`src/rtl/pcu_pkg.sv`:
```
package pcu_pkg;
  typedef enum logic [1:0] {
    SRC_ALU  = 2'b00,
    SRC_TGT  = 2'b01,
    SRC_JUMP = 2'b10,
    SRC_RSVD = 2'b11
  } pc_src_e;
endpackage

```
`src/rtl/pcu_target_reg.sv`:
```
module pcu_target_reg #(
  parameter int XLEN = 32
) (
  input  logic            clk,
  input  logic            rst,
  input  logic            ld,
  input  logic [XLEN-1:0] d,
  output logic [XLEN-1:0] q
);
  // Holds the branch destination across the cycle in which the ALU is reused
  always_ff @(posedge clk) begin
    if (rst)     q <= '0;
    else if (ld) q <= d;
  end
endmodule

```
`src/rtl/pcu_jump_addr.sv`:
```
module pcu_jump_addr #(
  parameter int XLEN  = 32,
  parameter int IDX_W = 26,
  localparam int RGN_W = XLEN - IDX_W - 2
) (
  input  logic [RGN_W-1:0] pc_region,
  input  logic [IDX_W-1:0] index,
  output logic [XLEN-1:0]  addr
);
  // Word-aligned target inside the region of the current PC
  always_comb addr = {pc_region, index, 2'b00};
endmodule

```
`src/rtl/pcu_next_sel.sv`:
```
module pcu_next_sel #(
  parameter int XLEN = 32
) (
  input  pcu_pkg::pc_src_e sel,
  input  logic [XLEN-1:0]  from_alu,
  input  logic [XLEN-1:0]  from_tgt,
  input  logic [XLEN-1:0]  from_jump,
  input  logic             ld,
  input  logic             ld_if_zero,
  input  logic             zero,
  output logic [XLEN-1:0]  next_pc,
  output logic             en
);
  import pcu_pkg::*;
  logic sel_valid;

  always_comb begin
    sel_valid = 1'b1;
    unique case (sel)
      SRC_ALU:  next_pc = from_alu;
      SRC_TGT:  next_pc = from_tgt;
      SRC_JUMP: next_pc = from_jump;
      default: begin
        next_pc   = from_alu;
        sel_valid = 1'b0;
      end
    endcase
    en = sel_valid & (ld | (ld_if_zero & zero));
  end
endmodule

```
`src/rtl/pcu_pc_update.sv`:
```
module pcu_pc_update #(
  parameter int XLEN  = 32,
  parameter int IDX_W = 26
) (
  input  logic             clk,
  input  logic             rst,
  input  logic [XLEN-1:0]  alu_result,
  input  logic             alu_zero,
  input  logic [IDX_W-1:0] jmp_index,
  input  logic             pc_ld,
  input  logic             pc_ld_if_zero,
  input  logic             tgt_ld,
  input  logic [1:0]       pc_sel,
  output logic [XLEN-1:0]  pc_q,
  output logic [XLEN-1:0]  tgt_q
);
  import pcu_pkg::*;
  localparam int RGN_W = XLEN - IDX_W - 2;

  logic [XLEN-1:0] jump_addr;
  logic [XLEN-1:0] next_pc;
  logic            pc_en;

  pcu_target_reg #(.XLEN(XLEN)) u_tgt (
    .clk (clk),
    .rst (rst),
    .ld  (tgt_ld),
    .d   (alu_result),
    .q   (tgt_q)
  );

  pcu_jump_addr #(.XLEN(XLEN), .IDX_W(IDX_W)) u_jump (
    .pc_region (pc_q[XLEN-1 -: RGN_W]),
    .index     (jmp_index),
    .addr      (jump_addr)
  );

  pcu_next_sel #(.XLEN(XLEN)) u_sel (
    .sel        (pc_src_e'(pc_sel)),
    .from_alu   (alu_result),
    .from_tgt   (tgt_q),
    .from_jump  (jump_addr),
    .ld         (pc_ld),
    .ld_if_zero (pc_ld_if_zero),
    .zero       (alu_zero),
    .next_pc    (next_pc),
    .en         (pc_en)
  );

  always_ff @(posedge clk) begin
    if (rst)        pc_q <= '0;
    else if (pc_en) pc_q <= next_pc;
  end
endmodule

```
`config.mk`:
```
export PLATFORM = sky130hd
export DESIGN_NAME = pcu_pc_update
export DESIGN_NICKNAME = d
export VERILOG_FILES = /design/src/rtl/pcu_pkg.sv /design/src/rtl/pcu_target_reg.sv /design/src/rtl/pcu_jump_addr.sv /design/src/rtl/pcu_next_sel.sv /design/src/rtl/pcu_pc_update.sv
export SDC_FILE = /design/constraint.sdc
export NUM_CORES = 1
export LEC_CHECK = 0
export CORE_UTILIZATION = 45
export CTS_CLUSTER_DIAMETER = 60
export DETAILED_ROUTE_END_ITERATION = 12
export DONT_BUFFER_PORTS = 1
export SLEW_MARGIN = 20
export SYNTH_ARGS = -nofsm -noshare
export SYNTH_HDL_FRONTEND = slang
export SYNTH_SLANG_ARGS = --single-unit
```
`constraint.sdc`:
```
create_clock -name clk -period 1.9 [get_ports clk]
set_clock_uncertainty 0.05 [all_clocks]
set_input_delay 0.475 -clock clk [delete_from_list [all_inputs] [get_ports clk]]
set_output_delay 0.475 -clock clk [all_outputs]
set_load 0.05 [all_outputs]
```
==> flow_metrics.py, run 1 <==
metrics = {
    "status": {
        "run_status": "finished, final reports clean",
    },
    "clock_network": {
        "clock-sinks": 64,
        "post_cts_resized": 0,
        "post_cts_hold_buffer_count": 0,
        "cts_max_path_buffers": 2,
        "postCtsSetupRepairBufs": 0,
        "path_clk_slew_ns": 0.07,
        "clock_tree.htree_level_count": 3,
        "clock_insertion_delay_at_the_later_pin_of_the_skew_report_ns": 0.33,
        "tritoncts.num_buffers": 9,
        "clock_tree.root_cell": "sky130_fd_sc_hd__clkbuf_8",
        "tritoncts_clock_tree": "yes",
    },
    "critical_path": {
        "timing.setup.critical_path_class": "in2reg",
        "critPathArrivalTime_ns": 1.84,
        "cp_slowest_cell": "sky130_fd_sc_hd__nor3_4",
        "crit_required_ns": 2.12,
        "critical_path_peak_fanout": 26,
        "path_buf_inv": 0,
        "endpoint_kind": "flop",
        "cp.depth": 3,
        "timing.rr.end": "pc_q[28]",
        "reg2reg_slack_ns": 0.57,
        "critical-path-top-delay-family": "simple AND/OR/NAND/NOR gates",
        "cp_cell_sequence": "ha_1, nor3_4, a22o_1",
        "source_of_the_worst_register_to_register_timing_path": "u_tgt.q[28]",
        "timing.critical_path.from_type": "input pin",
        "reg2reg_depth": 3,
        "worst_path_largest_cell_delay_ns": 0.90,
    },
    "sta": {
        "setup-violations-final": 0,
        "max_slew_margin_pct": 28.05,
        "hold_viol": 0,
        "finalWorstPathRequiredPeriod_ns": 1.627,
        "timing_max_transition_violations_final": 0,
        "worst-slew-pin-transition_ns": 1.076,
        "layout_worst_path_cycle_share_pct": 85.62,
        "unrepaired_setup_endpoints_after_global_routing": "false",
        "fmax_ghz": 0.6147,
    },
    "power_and_ir_drop": {
        "power_density_nw_per_um2": 1123,
        "p_leak_uw": 0.001264,
        "vdd_ir_drop_max_mv": 0.5110,
    },
    "routing": {
        "met1Wirelength_um": 3021,
        "wl_per_cell_um": 18.52,
        "top_signal_layer_used": "met4",
        "initial_drc_count": 115,
        "drt_pass1_iterations": 4,
        "dr_total_vias": 2206,
        "avgViaCountPerCell": 5.946,
        "met2_length_um": 3102,
        "detailroute.wirelength.met3_um": 631,
        "remaining_drc_errors": 0,
        "drt.antenna.violating_nets": 0,
        "routed_wl_um": 6870,
    },
    "die": {
        "die-height_um": 80.62,
        "count_of_pins_on_the_block_boundary": 130,
        "dieArea_sq_um": 6500,
        "total_core_area_sq_um": 5956,
        "chip_width_um": 80.62,
        "placementRows": 28,
        "starting_density_of_the_core_pct": 46.70,
    },
    "placement": {
        "detailed_place.area_sq_um": 2849,
        "dpl.cell_count": 355,
        "gp_congestion": 0.7521,
        "io_buffer_count": 0,
        "dpl.hpwl_um": 4468,
    },
    "cells_and_area": {
        "layoutNonFillerInstCount": 371,
        "insertedDiodeCount": 0,
        "finalNetCount": 360,
        "postLayoutCellArea_sq_um": 3082,
        "most-common-layout-cells": "sky130_fd_sc_hd__dfxtp_1, sky130_fd_sc_hd__mux2i_1, sky130_fd_sc_hd__nor2_1",
        "fillers": 573,
        "area.growth.synth_to_final_pct": 10.80,
        "multiInputGateArea_sq_um": 1358,
        "mostFrequentLayoutCell": "sky130_fd_sc_hd__dfxtp_1",
        "seqCellArea_sq_um": 1281,
        "drive_gt1_share_pct": 8.784,
    },
    "synthesis": {
        "netlist.top_cell.by_area": "sky130_fd_sc_hd__dfxtp_1",
        "synth_area_per_cell_sq_um": 9.334,
        "synth_cell_types": 24,
        "synth_fp_nets": 367,
        "synth.top_cells.by_area": "sky130_fd_sc_hd__dfxtp_1, sky130_fd_sc_hd__mux2i_1, sky130_fd_sc_hd__a22o_1",
        "synth_cells": 298,
        "syn_area_sq_um": 2781,
        "yosysSeqAreaShare_pct": 46.06,
        "synth-seq-cells": 64,
        "yosysTopAreaCellShare_pct": 46.06,
        "synth_warnings": 0,
    },
    "grt": {
        "initial_antenna_violation_count": 0,
        "grt_util_all_layers_pct": 21.16,
        "global_route_wire_length_before_repair_um": 10250,
        "grt_overflow_total": 0,
        "grt_pass1_vias": 2043,
        "grt_max_degree": 41,
    },
    "hold_path": {
        "timing.hold.worst_endpoint": "pc_q[29]",
        "timing.hold.worst.start": "rst",
        "holdCritPathClass": "in2reg",
        "whs_path_depth": 1,
    },
    "job": {
        "maxCapViolCount": 0,
    },
}
==> sequential cells by signal (all words and copies together), names as in the netlist <==
name     cells
pc_q        32
u_tgt.q     32
==> routing by layer <==
layer / up-vias / global-route usage, %
li1: 1061 / -
met1: 1035 / 26.63
met2: 100 / 31.36
met3: 10 / 8.182
met4: 0 / 10.18
met5: - / 0
==> worst register-to-register path, delay by kind of cell (launching register included) <==
| family | cells | cell delay [ns] |
|---|---|---|
| flops | 1 | 0.66 |
| compound gates | 2 | 0.43 |
| simple gates | 1 | 0.13 |
==> layout make-up <==
class                      count  share of cell area (%)
multi-input combinational    204                   44.05
sequential                    64                   41.58
clock buffer                  14                   5.603
timing repair buffer           9                   3.410
tap                           75                   3.045
clock inverter                 2                   1.949
inverter                       3                  0.3654
==> report_power, final <==
part | internal (uW) | leakage, uW | switching (uW) | total, uW
sequential | 1430 | 0.000526 | 355 | 1780
combinational | 153 | 0.000621 | 175 | 329
clock | 849 | 0.000117 | 501 | 1350
==> per-stage QoR <==
step	utilization (%)	TNS [ns]	total power, uW	worst slack (ns)	hold slack, ns
global placement	47.84	-0.7325	2135	-0.03044	0.4262
floorplan	-	0	2081	0.1892	0.5722
CTS	51.74	0	3499	0.2895	0.1357
detailed placement	47.84	-1.311	2143	-0.06156	0.4445
finish	51.74	0	3461	0.2733	0.1602
global route	51.74	0	3603	0.1946	0.1366
==> cells by family (layout without fill, tap and decap cells) <==
| logic type | Yosys count | after routing | synth area share [%] |
|---|---|---|---|
| compound gates | 97 | 97 | 24.61 |
| mux | 32 | 32 | 11.52 |
| simple gates | 72 | 72 | 11.02 |
| flops | 64 | 64 | 46.06 |
| fa+ha+maj | 3 | 3 | 1.350 |
| buf+inv | 30 | 28 | 5.443 |
==> worst max path at each step <==
stage,from,endpoint,slack [ns]
finish,pc_sel[0],pc_q[3],0.27
global route,pc_sel[0],pc_q[21],0.19
CTS,pc_sel[0],pc_q[10],0.29
detailed placement,pc_sel[0],pc_q[24],-0.06
global placement,pc_sel[0],pc_q[26],-0.03
floorplan,pc_sel[0],pc_q[3],0.19
==> synth_stat cells <==
library cell / count
sky130_fd_sc_hd__a22oi_1: 26
sky130_fd_sc_hd__buf_6: 2
sky130_fd_sc_hd__buf_4: 1
sky130_fd_sc_hd__nand3b_1: 4
sky130_fd_sc_hd__a211o_1: 4
sky130_fd_sc_hd__a22o_1: 26
sky130_fd_sc_hd__o21ai_0: 30
sky130_fd_sc_hd__nor3_1: 2
sky130_fd_sc_hd__ha_1: 3
sky130_fd_sc_hd__a21o_1: 1
sky130_fd_sc_hd__nor3_2: 1
sky130_fd_sc_hd__a21oi_1: 7
sky130_fd_sc_hd__nand2_1: 30
sky130_fd_sc_hd__nor2_1: 32
sky130_fd_sc_hd__a2111oi_0: 2
sky130_fd_sc_hd__clkbuf_1: 6
sky130_fd_sc_hd__a21oi_4: 1
sky130_fd_sc_hd__dfxtp_1: 64
sky130_fd_sc_hd__buf_2: 16
sky130_fd_sc_hd__buf_1: 2
sky130_fd_sc_hd__inv_1: 3
sky130_fd_sc_hd__and3b_1: 2
sky130_fd_sc_hd__or2_1: 1
sky130_fd_sc_hd__mux2i_1: 32
Power figures use the tool's default switching activity.
==> run 2: changes to the inputs <==
--- a/config.mk
+++ b/config.mk
@@ -5,7 +5,8 @@
 export SDC_FILE = /design/constraint.sdc
 export NUM_CORES = 1
 export LEC_CHECK = 0
-export CORE_UTILIZATION = 45
+export CORE_MARGIN = 2
+export CORE_UTILIZATION = 49
 export CTS_CLUSTER_DIAMETER = 60
 export DETAILED_ROUTE_END_ITERATION = 12
 export DONT_BUFFER_PORTS = 1
==> run 2 against run 1 <==
Global-route usage grew 0.27 points; wire length down 1.6%; maximum frequency grew 6.1%; combinational power down 1%; non-clock buffer count unchanged; die area down 3.2%; register-to-register slack got worse by 0.08 ns; first-iteration DRC count fell by 6.1%; power fell by 11%; cell area decreased by 2.7%; critical path depth fell by 3; critical path type is now reg2out; largest cell class unchanged.
==> flow_metrics.py, run 2 (synthesized netlist as in run 1, its figures left out) <==
metrics = {
    "sta": {
        "fmax_ghz": 0.6520,
        "max_slew_margin_pct": 48.79,
        "worst-slew-pin-transition_ns": 0.7665,
        "timing_max_transition_violations_final": 0,
        "finalSetupTns_ns": 0,
        "layout_worst_path_cycle_share_pct": 80.72,
        "setup-violations-final": 0,
        "hold_viol": 0,
        "unrepaired_setup_endpoints_after_global_routing": "false",
        "finalWorstPathRequiredPeriod_ns": 1.534,
        "worst_slack_ns": 0.3663,
    },
    "die": {
        "die-height_um": 79.34,
        "dieArea_sq_um": 6295,
        "starting_density_of_the_core_pct": 50.51,
        "chip_width_um": 79.34,
        "count_of_pins_on_the_block_boundary": 130,
        "placementRows": 27,
        "total_core_area_sq_um": 5507,
    },
    "grt": {
        "grt_util_all_layers_pct": 21.43,
        "grt_overflow_total": 0,
        "global_route_wire_length_before_repair_um": 10290,
        "grt_pass1_vias": 2098,
        "grt_max_degree": 41,
        "initial_antenna_violation_count": 0,
    },
    "clock_network": {
        "post_cts_hold_buffer_count": 0,
        "postCtsSetupRepairBufs": 0,
        "tritoncts_clock_tree": "yes",
        "tritoncts.num_buffers": 9,
        "clock_tree.root_cell": "sky130_fd_sc_hd__clkbuf_8",
        "clock-sinks": 64,
        "path_clk_slew_ns": 0.07,
        "cts_max_path_buffers": 2,
        "clock_tree.htree_level_count": 3,
        "clock_insertion_delay_at_the_later_pin_of_the_skew_report_ns": 0.33,
        "post_cts_resized": 0,
    },
    "power_and_ir_drop": {
        "power_density_nw_per_um2": 1022,
        "p_leak_uw": 0.001226,
        "vdd_ir_drop_max_mv": 0.5462,
    },
    "routing": {
        "avgViaCountPerCell": 5.967,
        "wl_per_cell_um": 18.42,
        "initial_drc_count": 108,
        "drt_pass1_iterations": 4,
        "drt.antenna.violating_nets": 0,
        "routed_wl_um": 6760,
        "remaining_drc_errors": 0,
        "dr_total_vias": 2190,
    },
    "placement": {
        "io_buffer_count": 0,
        "dpl.hpwl_um": 4456,
        "dp_worst_setup_slack_ns": 0.1445,
        "gp_congestion": 0.7867,
    },
    "status": {
        "run_status": "finished, final reports clean",
    },
    "cells_and_area": {
        "mostFrequentLayoutCell": "sky130_fd_sc_hd__dfxtp_1",
        "insertedDiodeCount": 0,
        "area.growth.synth_to_final_pct": 7.827,
        "top_regs": "pc_q: 32 flops, u_tgt.q: 32 flops",
        "drive_gt1_share_pct": 8.475,
        "fillers": 501,
        "finalNetCount": 360,
        "finalCoreUtilization_pct": 54.46,
        "most-common-layout-cells": "sky130_fd_sc_hd__dfxtp_1, sky130_fd_sc_hd__mux2i_1, sky130_fd_sc_hd__nor2_1",
    },
    "critical_path": {
        "reg2reg_depth": 3,
        "timing.critical_path.from_type": "flop",
        "reg2reg_slack_ns": 0.49,
        "timing.setup.critical_path_class": "reg2out",
        "crit_required_ns": 1.37,
        "cp.depth": 0,
        "source_of_the_worst_register_to_register_timing_path": "u_tgt.q[1]",
        "critical_path_peak_fanout": 3,
        "critPathArrivalTime_ns": 1.01,
        "endpoint_kind": "output port",
        "timing.rr.end": "pc_q[1]",
    },
    "hold_path": {
        "timing.hold.worst.start": "rst",
        "timing.hold.worst_endpoint": "pc_q[30]",
        "whs_path_depth": 1,
        "holdCritPathClass": "in2reg",
    },
    "job": {
        "maxCapViolCount": 0,
    },
}
## run 2: changes by cell type in the layout (fill, tap and decap cells not counted), sizes merged
cell	change
clkbuf	-3
clkinv	+3
bufinv	-2
clkinvlp	+1
## run 2: worst max-delay path by stage
stage,startpoint,end,slack [ns]
after floorplan,pc_sel[0],pc_q[3],0.19
after detailed placement,pc_sel[0],pc_q[28],0.14
after global routing,u_tgt.q[15],tgt_q[15],0.33
after CTS,u_tgt.q[21],tgt_q[21],0.35
final,u_tgt.q[9],tgt_q[9],0.37
after global placement,pc_sel[0],pc_q[15],0.19
## run 2: stage by stage
step,instances,total power [uW],hold WS (ns),area [sq um]
2_1_floorplan,298,2081,0.5722,2781
3_3_place_gp,352,2132,0.4983,2845
3_5_place_dp,352,2140,0.5046,2845
4_1_cts,367,3100,0.1437,2999
5_1_grt,367,3220,0.1320,2999
6_report,367,3066,0.1566,2999
## run 2: layer usage
metal / track usage [%] / wire (um)
met1: 25.88 / 2930
met2: 32.37 / 3076
met3: 8.750 / 593
met4: 11.72 / 161
met5: 0 / 0
## run 2: power by group
part	internal [uW]	switching, uW
logic	154	171
registers	1430	355
clock network	460	499
## run 2: layout make-up
cell class	instances	area (sq um)	share of cell area (%)
multi-input cells	204	1358	45.26
flip-flops and latches	64	1281	42.72
clock buffers	11	131.4	4.380
repair buffers	9	105.1	3.504
well taps	72	90.09	3.004
clock inverters	4	22.52	0.7509
inverters	3	11.26	0.3755
